File: src/rtl/bcc_pkg.sv
package bcc_pkg;
  typedef enum logic [2:0] {
    ST_IDLE,
    ST_ADDR,
    ST_DATA,
    ST_HELD,
    ST_BOFF
  } bcc_state_e;

  function automatic logic drives_bus(input bcc_state_e s);
    return (s == ST_IDLE) || (s == ST_ADDR) || (s == ST_DATA);
  endfunction

  function automatic logic in_cycle(input bcc_state_e s);
    return (s == ST_ADDR) || (s == ST_DATA);
  endfunction
endpackage

File: src/rtl/bcc_cycle_reg.sv
module bcc_cycle_reg #(
  parameter int AW = 32,
  parameter int DW = 32
) (
  input  logic          clk_i,
  input  logic          rst_ni,
  input  logic          load_i,
  input  logic          clear_i,
  input  logic [AW-1:0] addr_i,
  input  logic          write_i,
  input  logic          mem_i,
  input  logic [DW-1:0] wdata_i,
  output logic          pend_o,
  output logic [AW-1:0] addr_o,
  output logic          write_o,
  output logic          mem_o,
  output logic [DW-1:0] wdata_o
);
  always_ff @(posedge clk_i or negedge rst_ni) begin
    if (!rst_ni) begin
      pend_o  <= 1'b0;
      addr_o  <= '0;
      write_o <= 1'b0;
      mem_o   <= 1'b0;
      wdata_o <= '0;
    end else if (load_i) begin
      pend_o  <= 1'b1;
      addr_o  <= addr_i;
      write_o <= write_i;
      mem_o   <= mem_i;
      wdata_o <= wdata_i;
    end else if (clear_i) begin
      pend_o <= 1'b0;
    end
  end

  AST_LOAD_EMPTY: assert property (@(posedge clk_i) disable iff (!rst_ni)
    load_i |-> !pend_o);

  // aborted cycle survives until it completes
  AST_KEEP_CYCLE: assert property (@(posedge clk_i) disable iff (!rst_ni)
    (pend_o && !clear_i) |=> (pend_o && $stable(addr_o) && $stable(write_o) && $stable(mem_o)));
endmodule

File: src/rtl/bcc_fsm.sv
module bcc_fsm import bcc_pkg::*; (
  input  logic       clk_i,
  input  logic       rst_ni,
  input  logic       req_valid_i,
  input  logic       pend_i,
  input  logic       rdy_ni,
  input  logic       hold_i,
  input  logic       boff_ni,
  output bcc_state_e state_d_o,
  output logic       load_o,
  output logic       clear_o,
  output logic       req_ready_o,
  output logic       rsp_valid_o
);
  bcc_state_e state_q, state_d;

  always_comb begin
    state_d = state_q;
    load_o  = 1'b0;
    clear_o = 1'b0;
    case (state_q)
      ST_IDLE: begin
        if (!boff_ni)         state_d = ST_BOFF;
        else if (pend_i)      state_d = ST_ADDR;
        else if (hold_i)      state_d = ST_HELD;
        else if (req_valid_i) begin
          load_o  = 1'b1;
          state_d = ST_ADDR;
        end
      end
      ST_ADDR: begin
        if (!boff_ni) state_d = ST_BOFF;
        else          state_d = ST_DATA;
      end
      ST_DATA: begin
        if (!boff_ni) state_d = ST_BOFF;
        else if (!rdy_ni) begin
          clear_o = 1'b1;
          state_d = hold_i ? ST_HELD : ST_IDLE;
        end
      end
      ST_HELD: begin
        if (!hold_i) state_d = ST_IDLE;
      end
      ST_BOFF: begin
        if (boff_ni) begin
          if (pend_i)      state_d = ST_ADDR;
          else if (hold_i) state_d = ST_HELD;
          else             state_d = ST_IDLE;
        end
      end
      default: state_d = ST_IDLE;
    endcase
  end

  always_ff @(posedge clk_i or negedge rst_ni) begin
    if (!rst_ni) state_q <= ST_IDLE;
    else         state_q <= state_d;
  end

  assign state_d_o   = state_d;
  assign req_ready_o = (state_q == ST_IDLE) && !pend_i && boff_ni && !hold_i;
  assign rsp_valid_o = (state_q == ST_DATA) && boff_ni && !rdy_ni;

  AST_WAIT_STATE: assert property (@(posedge clk_i) disable iff (!rst_ni)
    (state_q == ST_DATA && rdy_ni && boff_ni) |=> (state_q == ST_DATA));
  AST_RSP_SINGLE: assert property (@(posedge clk_i) disable iff (!rst_ni)
    rsp_valid_o |=> !rsp_valid_o);
  AST_BOFF_ABORT: assert property (@(posedge clk_i) disable iff (!rst_ni)
    (in_cycle(state_q) && !boff_ni) |=> (state_q == ST_BOFF && pend_i));
  AST_HELD_EMPTY: assert property (@(posedge clk_i) disable iff (!rst_ni)
    (state_q == ST_HELD) |-> !pend_i);
  AST_HOLD_RELEASE: assert property (@(posedge clk_i) disable iff (!rst_ni)
    (state_q == ST_HELD && !hold_i) |=> (state_q == ST_IDLE));
  AST_REPLAY: assert property (@(posedge clk_i) disable iff (!rst_ni)
    (state_q == ST_BOFF && boff_ni && pend_i) |=> (state_q == ST_ADDR));
endmodule

File: src/rtl/bcc_drv.sv
module bcc_drv import bcc_pkg::*; (
  input  logic       clk_i,
  input  logic       rst_ni,
  input  bcc_state_e state_d_i,
  input  logic       write_d_i,
  output logic       start_o,
  output logic       hlda_o,
  output logic       addr_oe_o,
  output logic       ctrl_oe_o,
  output logic       data_oe_o
);
  // enables are registered from next state: glitch-free at the pins
  always_ff @(posedge clk_i or negedge rst_ni) begin
    if (!rst_ni) begin
      start_o   <= 1'b0;
      hlda_o    <= 1'b0;
      addr_oe_o <= 1'b0;
      ctrl_oe_o <= 1'b0;
      data_oe_o <= 1'b0;
    end else begin
      start_o   <= (state_d_i == ST_ADDR);
      hlda_o    <= (state_d_i == ST_HELD);
      addr_oe_o <= drives_bus(state_d_i);
      ctrl_oe_o <= drives_bus(state_d_i);
      data_oe_o <= in_cycle(state_d_i) && write_d_i;
    end
  end

  AST_FLOAT_ON_HLDA: assert property (@(posedge clk_i) disable iff (!rst_ni)
    hlda_o |-> (!addr_oe_o && !ctrl_oe_o && !data_oe_o));
  AST_START_PULSE: assert property (@(posedge clk_i) disable iff (!rst_ni)
    start_o |-> addr_oe_o);
endmodule

File: src/rtl/bus_cycle_ctrl.sv
module bus_cycle_ctrl import bcc_pkg::*; #(
  parameter int AW = 32,
  parameter int DW = 32
) (
  input  logic          clk_i,
  input  logic          rst_ni,
  input  logic          req_valid_i,
  output logic          req_ready_o,
  input  logic [AW-1:0] req_addr_i,
  input  logic          req_write_i,
  input  logic          req_mem_i,
  input  logic [DW-1:0] req_wdata_i,
  output logic          rsp_valid_o,
  output logic [DW-1:0] rsp_rdata_o,
  output logic [AW-1:0] bus_addr_o,
  output logic [DW-1:0] bus_wdata_o,
  input  logic [DW-1:0] bus_rdata_i,
  output logic          bus_write_o,
  output logic          bus_mem_o,
  output logic          bus_start_o,
  input  logic          bus_rdy_ni,
  output logic          bus_req_o,
  input  logic          hold_i,
  output logic          hlda_o,
  input  logic          boff_ni,
  output logic          addr_oe_o,
  output logic          data_oe_o,
  output logic          ctrl_oe_o
);
  bcc_state_e state_d;
  logic       load, clear, pend, cyc_write, write_d;

  bcc_fsm u_fsm (
    .clk_i       (clk_i),
    .rst_ni      (rst_ni),
    .req_valid_i (req_valid_i),
    .pend_i      (pend),
    .rdy_ni      (bus_rdy_ni),
    .hold_i      (hold_i),
    .boff_ni     (boff_ni),
    .state_d_o   (state_d),
    .load_o      (load),
    .clear_o     (clear),
    .req_ready_o (req_ready_o),
    .rsp_valid_o (rsp_valid_o)
  );

  bcc_cycle_reg #(.AW(AW), .DW(DW)) u_cyc (
    .clk_i   (clk_i),
    .rst_ni  (rst_ni),
    .load_i  (load),
    .clear_i (clear),
    .addr_i  (req_addr_i),
    .write_i (req_write_i),
    .mem_i   (req_mem_i),
    .wdata_i (req_wdata_i),
    .pend_o  (pend),
    .addr_o  (bus_addr_o),
    .write_o (cyc_write),
    .mem_o   (bus_mem_o),
    .wdata_o (bus_wdata_o)
  );

  assign write_d = load ? req_write_i : cyc_write;

  bcc_drv u_drv (
    .clk_i     (clk_i),
    .rst_ni    (rst_ni),
    .state_d_i (state_d),
    .write_d_i (write_d),
    .start_o   (bus_start_o),
    .hlda_o    (hlda_o),
    .addr_oe_o (addr_oe_o),
    .ctrl_oe_o (ctrl_oe_o),
    .data_oe_o (data_oe_o)
  );

  assign bus_write_o = cyc_write;
  assign bus_req_o   = pend;
  assign rsp_rdata_o = bus_rdata_i;

  AST_NO_HLDA_WITH_REQ: assert property (@(posedge clk_i) disable iff (!rst_ni)
    hlda_o |-> !bus_req_o);
  AST_REQ_UNTIL_DONE: assert property (@(posedge clk_i) disable iff (!rst_ni)
    (bus_req_o && !rsp_valid_o) |=> bus_req_o);
  AST_ACCEPT_IDLE: assert property (@(posedge clk_i) disable iff (!rst_ni)
    req_ready_o |-> (!bus_req_o && !hlda_o && boff_ni));
endmodule

File: config.mk
export PLATFORM = sky130hd
export DESIGN_NAME = bus_cycle_ctrl
export DESIGN_NICKNAME = d
export VERILOG_FILES = /design/src/rtl/bcc_pkg.sv /design/src/rtl/bcc_cycle_reg.sv /design/src/rtl/bcc_fsm.sv /design/src/rtl/bcc_drv.sv /design/src/rtl/bus_cycle_ctrl.sv
export SDC_FILE = /design/constraint.sdc
export NUM_CORES = 1
export LEC_CHECK = 0
export BUFFER_PORTS_ARGS = -buffer_cell sky130_fd_sc_hd__buf_2
export CORE_MARGIN = 1.5
export CORE_UTILIZATION = 39
export CTS_BUF_LIST = sky130_fd_sc_hd__clkbuf_16
export DETAILED_ROUTE_END_ITERATION = 7
export MAX_ROUTING_LAYER = met4
export PLACE_DENSITY = 0.78
export SYNTH_ARGS = -nofsm -noshare
export SYNTH_HDL_FRONTEND = slang
export SYNTH_SLANG_ARGS = --single-unit
export TNS_END_PERCENT = 100
File: constraint.sdc
create_clock -name clk_i -period 2.9 [get_ports clk_i]
set_clock_uncertainty 0.1 [all_clocks]
set_input_delay 0.58 -clock clk_i [delete_from_list [all_inputs] [get_ports clk_i]]
set_output_delay 0.58 -clock clk_i [all_outputs]
set_load 0.02 [all_outputs]
==> key figures <==
Status
  • Status: complete, no violations

STA
  • WHS: 0.265 ns
  • Final setup viols: 0
  • Slew HR: 0.399
  • Fmax: 438 MHz
  • Period Utilization, post-route: 0.788
  • RSZ-0062 raised after global routing: false
  • Worst-margin pin slew: 0.901 ns
  • Max-slew violations: 0
  • Final hold violations: 0
  • Final min period: 2.28 ns
  • Setup_tns: 0 ns

Setup path
  • Family with the most delay on the worst path: simple AND/OR/NAND/NOR gates
  • CP Data Arrival Time: 1.60 ns
  • R2r setup slk: 0.82 ns
  • Max stage delay on crit path: 0.46 ns
  • CP max-delay cell: dfrtp_1
  • Reg2reg path depth: 6
  • Setup crit start: u_fsm.state_q[0]$_DFF_PN0_
  • Setup Crit Path Kind: reg -> out
  • Crit path buffers/inverters: 1
  • Crit start category: flop
  • Worst-path cell chain: nor3b_2 > nor4b_4 > buf_2
  • CP Max Fanout: 7
  • Reg-to-Reg End: u_drv.data_oe_o$_DFF_PN0_
  • Critical path required time: 2.22 ns
  • Reg-to-Reg Start: u_fsm.state_q[0]$_DFF_PN0_
  • CP Capture Type: output pin

Power and ir drop
  • Internal: 3000 uW
  • Combinational share of power: 0.371
  • Sequential fraction of design power: 0.376
  • Peak VDD IR: 0.415 mV
  • Switching Share: 0.345
  • Net Sw Power: 1580 uW
  • PwrDens: 1120 nW/um2
  • Leak Pwr: 0.00226 uW
  • Power share of the clock group: 0.253

Synthesis
  • Syn Std Cell Area: 3200 um2
  • Syn Inst Count: 206
  • Yosys cell types: 23
  • Avg Cell Area, Syn: 15.5 um2
  • Synth warnings: 0
  • Sequential fraction of the synthesis area: 0.579
  • Flip-flop and latch count after synthesis: 74
  • Total nets after synthesis: 310

Global route
  • Gr ovfl total: 0
  • First-pass GRT wire length: 9.56 mm
  • Vias in the first global route: 2102
  • Initial antenna violation count: 0
  • Largest net degree at the start of global routing: 75
  • Total track usage: 0.146

Floorplanning
  • Io pins: 210
  • Starting Density: 0.407
  • Chip height: 93.5 um
  • Chip width: 93.5 um
  • Core Box Area: 7850 um2
  • # rows: 32
  • Die footprint: 8750 um2

Drt
  • Drt first pass iters: 4
  • DRC: 0
  • Drt via density: 4.65
  • Iter 0 DRT Violations: 30
  • Vias: 2006
  • Routed WL: 6.25 mm
  • Drt wl/cell: 14.5 um
  • Post-DRT Antenna Nets: 0

Min path
  • Worst hold path type: in -> async

CTS
  • Clk sinks: 74
  • Setup repair bufs after CTS: 0
  • # resized after CTS: 0
  • CTS tree: done
  • Worst skew pair latency: 0.33 ns
  • Root buf cell: clkbuf_16
  • Post-CTS Hold Buffers: 0
  • Max clock buf depth: 2
  • Clk pin slew, worst setup/hold paths: 0.06 ns
  • H-tree depth: 3
  • CTS Buf Count: 9

Placement
  • Port bufs: 145
  • GP Congestion: 0.675
  • Hpwl dp: 4.51 mm

Layout
  • N_diodes: 0
  • Area Overhead vs Synth: 27.8%
  • Final #Nets: 428
  • Fraction of layout cells with a size suffix above 1: 0.702

Job
  • Max-cap violations: 0
[per-layer routing]
layer	track usage	vias up	part of all wire
met5	-	-	0
li1	-	911	-
met4	0.0460	0	0.0086
met2	0.245	104	0.51
met1	0.158	983	0.40
met3	0.0610	8	0.087
[cell type report]
class                           count  area [um2]
Sequential cell                    74        1850
Multi-Input combinational cell     89        1030
Timing Repair Buffer              147         743
Clock inverter                      7        93.8
Inverter                            3        11.3
Tap cell                          102         128
Fill cell                         701        3760
Clock buffer                        9         225
[synth_stat cells]
library cell | instances | share of area
a32o_1 | 1 | 0.0031
and2_1 | 1 | 0.0020
buf_2 | 3 | 0.0047
buf_4 | 33 | 0.077
buf_6 | 4 | 0.014
dfrtp_1 | 74 | 0.58
inv_1 | 3 | 0.0035
maj3_1 | 1 | 0.0031
mux2_2 | 36 | 0.13
mux2_4 | 30 | 0.14
nand2_1 | 2 | 0.0023
nand3_1 | 1 | 0.0016
nand3b_1 | 1 | 0.0023
nor2_1 | 2 | 0.0023
nor2b_1 | 5 | 0.0098
nor3b_2 | 1 | 0.0039
nor4b_1 | 1 | 0.0027
nor4b_4 | 1 | 0.0074
o2111ai_1 | 1 | 0.0027
o21a_1 | 1 | 0.0023
o21ai_0 | 2 | 0.0031
o22ai_1 | 1 | 0.0020
o31ai_1 | 1 | 0.0023
[worst max-delay path by stage]
stage,end,slack (ns),cells past startpoint
detailed placement,u_drv.data_oe_o$_DFF_PN0_,0.55,7
finish,req_ready_o,0.62,3
global placement,u_drv.data_oe_o$_DFF_PN0_,0.64,7
global route,req_ready_o,0.52,3
floorplan,rsp_valid_o,0.72,2
CTS,req_ready_o,0.59,3
[registers in the layout, summed over array words and instances, names as in the netlist]
signal / flops
u_cyc.mem_o: 1
u_cyc.wdata_o: 32
u_drv.start_o: 1
u_cyc.pend_o: 1
u_fsm.state_q: 3
u_drv.data_oe_o: 1
u_drv.hlda_o: 1
u_cyc.write_o: 1
u_drv.addr_oe_o: 1
u_cyc.addr_o: 32
[power groups by stage]
stage	Clock, uW	Combinational [uW]	Sequential, uW
after floorplan	0	655	2240
after global placement	0	1680	1700
after detailed placement	0	1720	1730
after CTS	1190	1720	1720
after global routing	1240	1800	1780
final	1160	1700	1720
[through the flow]
stage	cells	util	cell area (um2)	setup WS, ns	total power [uW]
5_1_grt	431	0.521	4090	0.518	4820
4_1_cts	431	0.521	4090	0.591	4630
2_1_floorplan	206	-	3200	0.720	2900
6_report	431	0.521	4090	0.616	4570
3_5_place_dp	415	0.480	3770	0.554	3450
3_3_place_gp	415	0.480	3770	0.643	3380
[cell families after synthesis]
family | share of synthesized area
buffers and inverters | 0.0998
AND/OR/NAND/NOR | 0.0344
AO/OA/AOI/OAI | 0.0157
adder cells (fa/ha/maj) | 0.00313
flip-flops | 0.579
multiplexers | 0.268
[layout by cell type (no fill, tap or decap)]
cell type and instances:
a32o_1 1, and2_1 1, buf_2 144, buf_4 3, bufinv_16 2, clkbuf_16 9
clkinv_1 1, clkinvlp_4 4, dfrtp_1 74, inv_1 3, maj3_1 1, mux2_2 36
mux2_4 30, nand2_1 1, nand2_4 1, nand3_1 1, nand3b_1 1, nor2_1 2
nor2b_1 5, nor3b_2 1, nor4b_1 1, nor4b_4 1, o2111ai_1 1, o21a_1 1
o21ai_0 2, o22ai_1 1, o31ai_1 1
No activity file was read; power rests on OpenSTA's default activity.
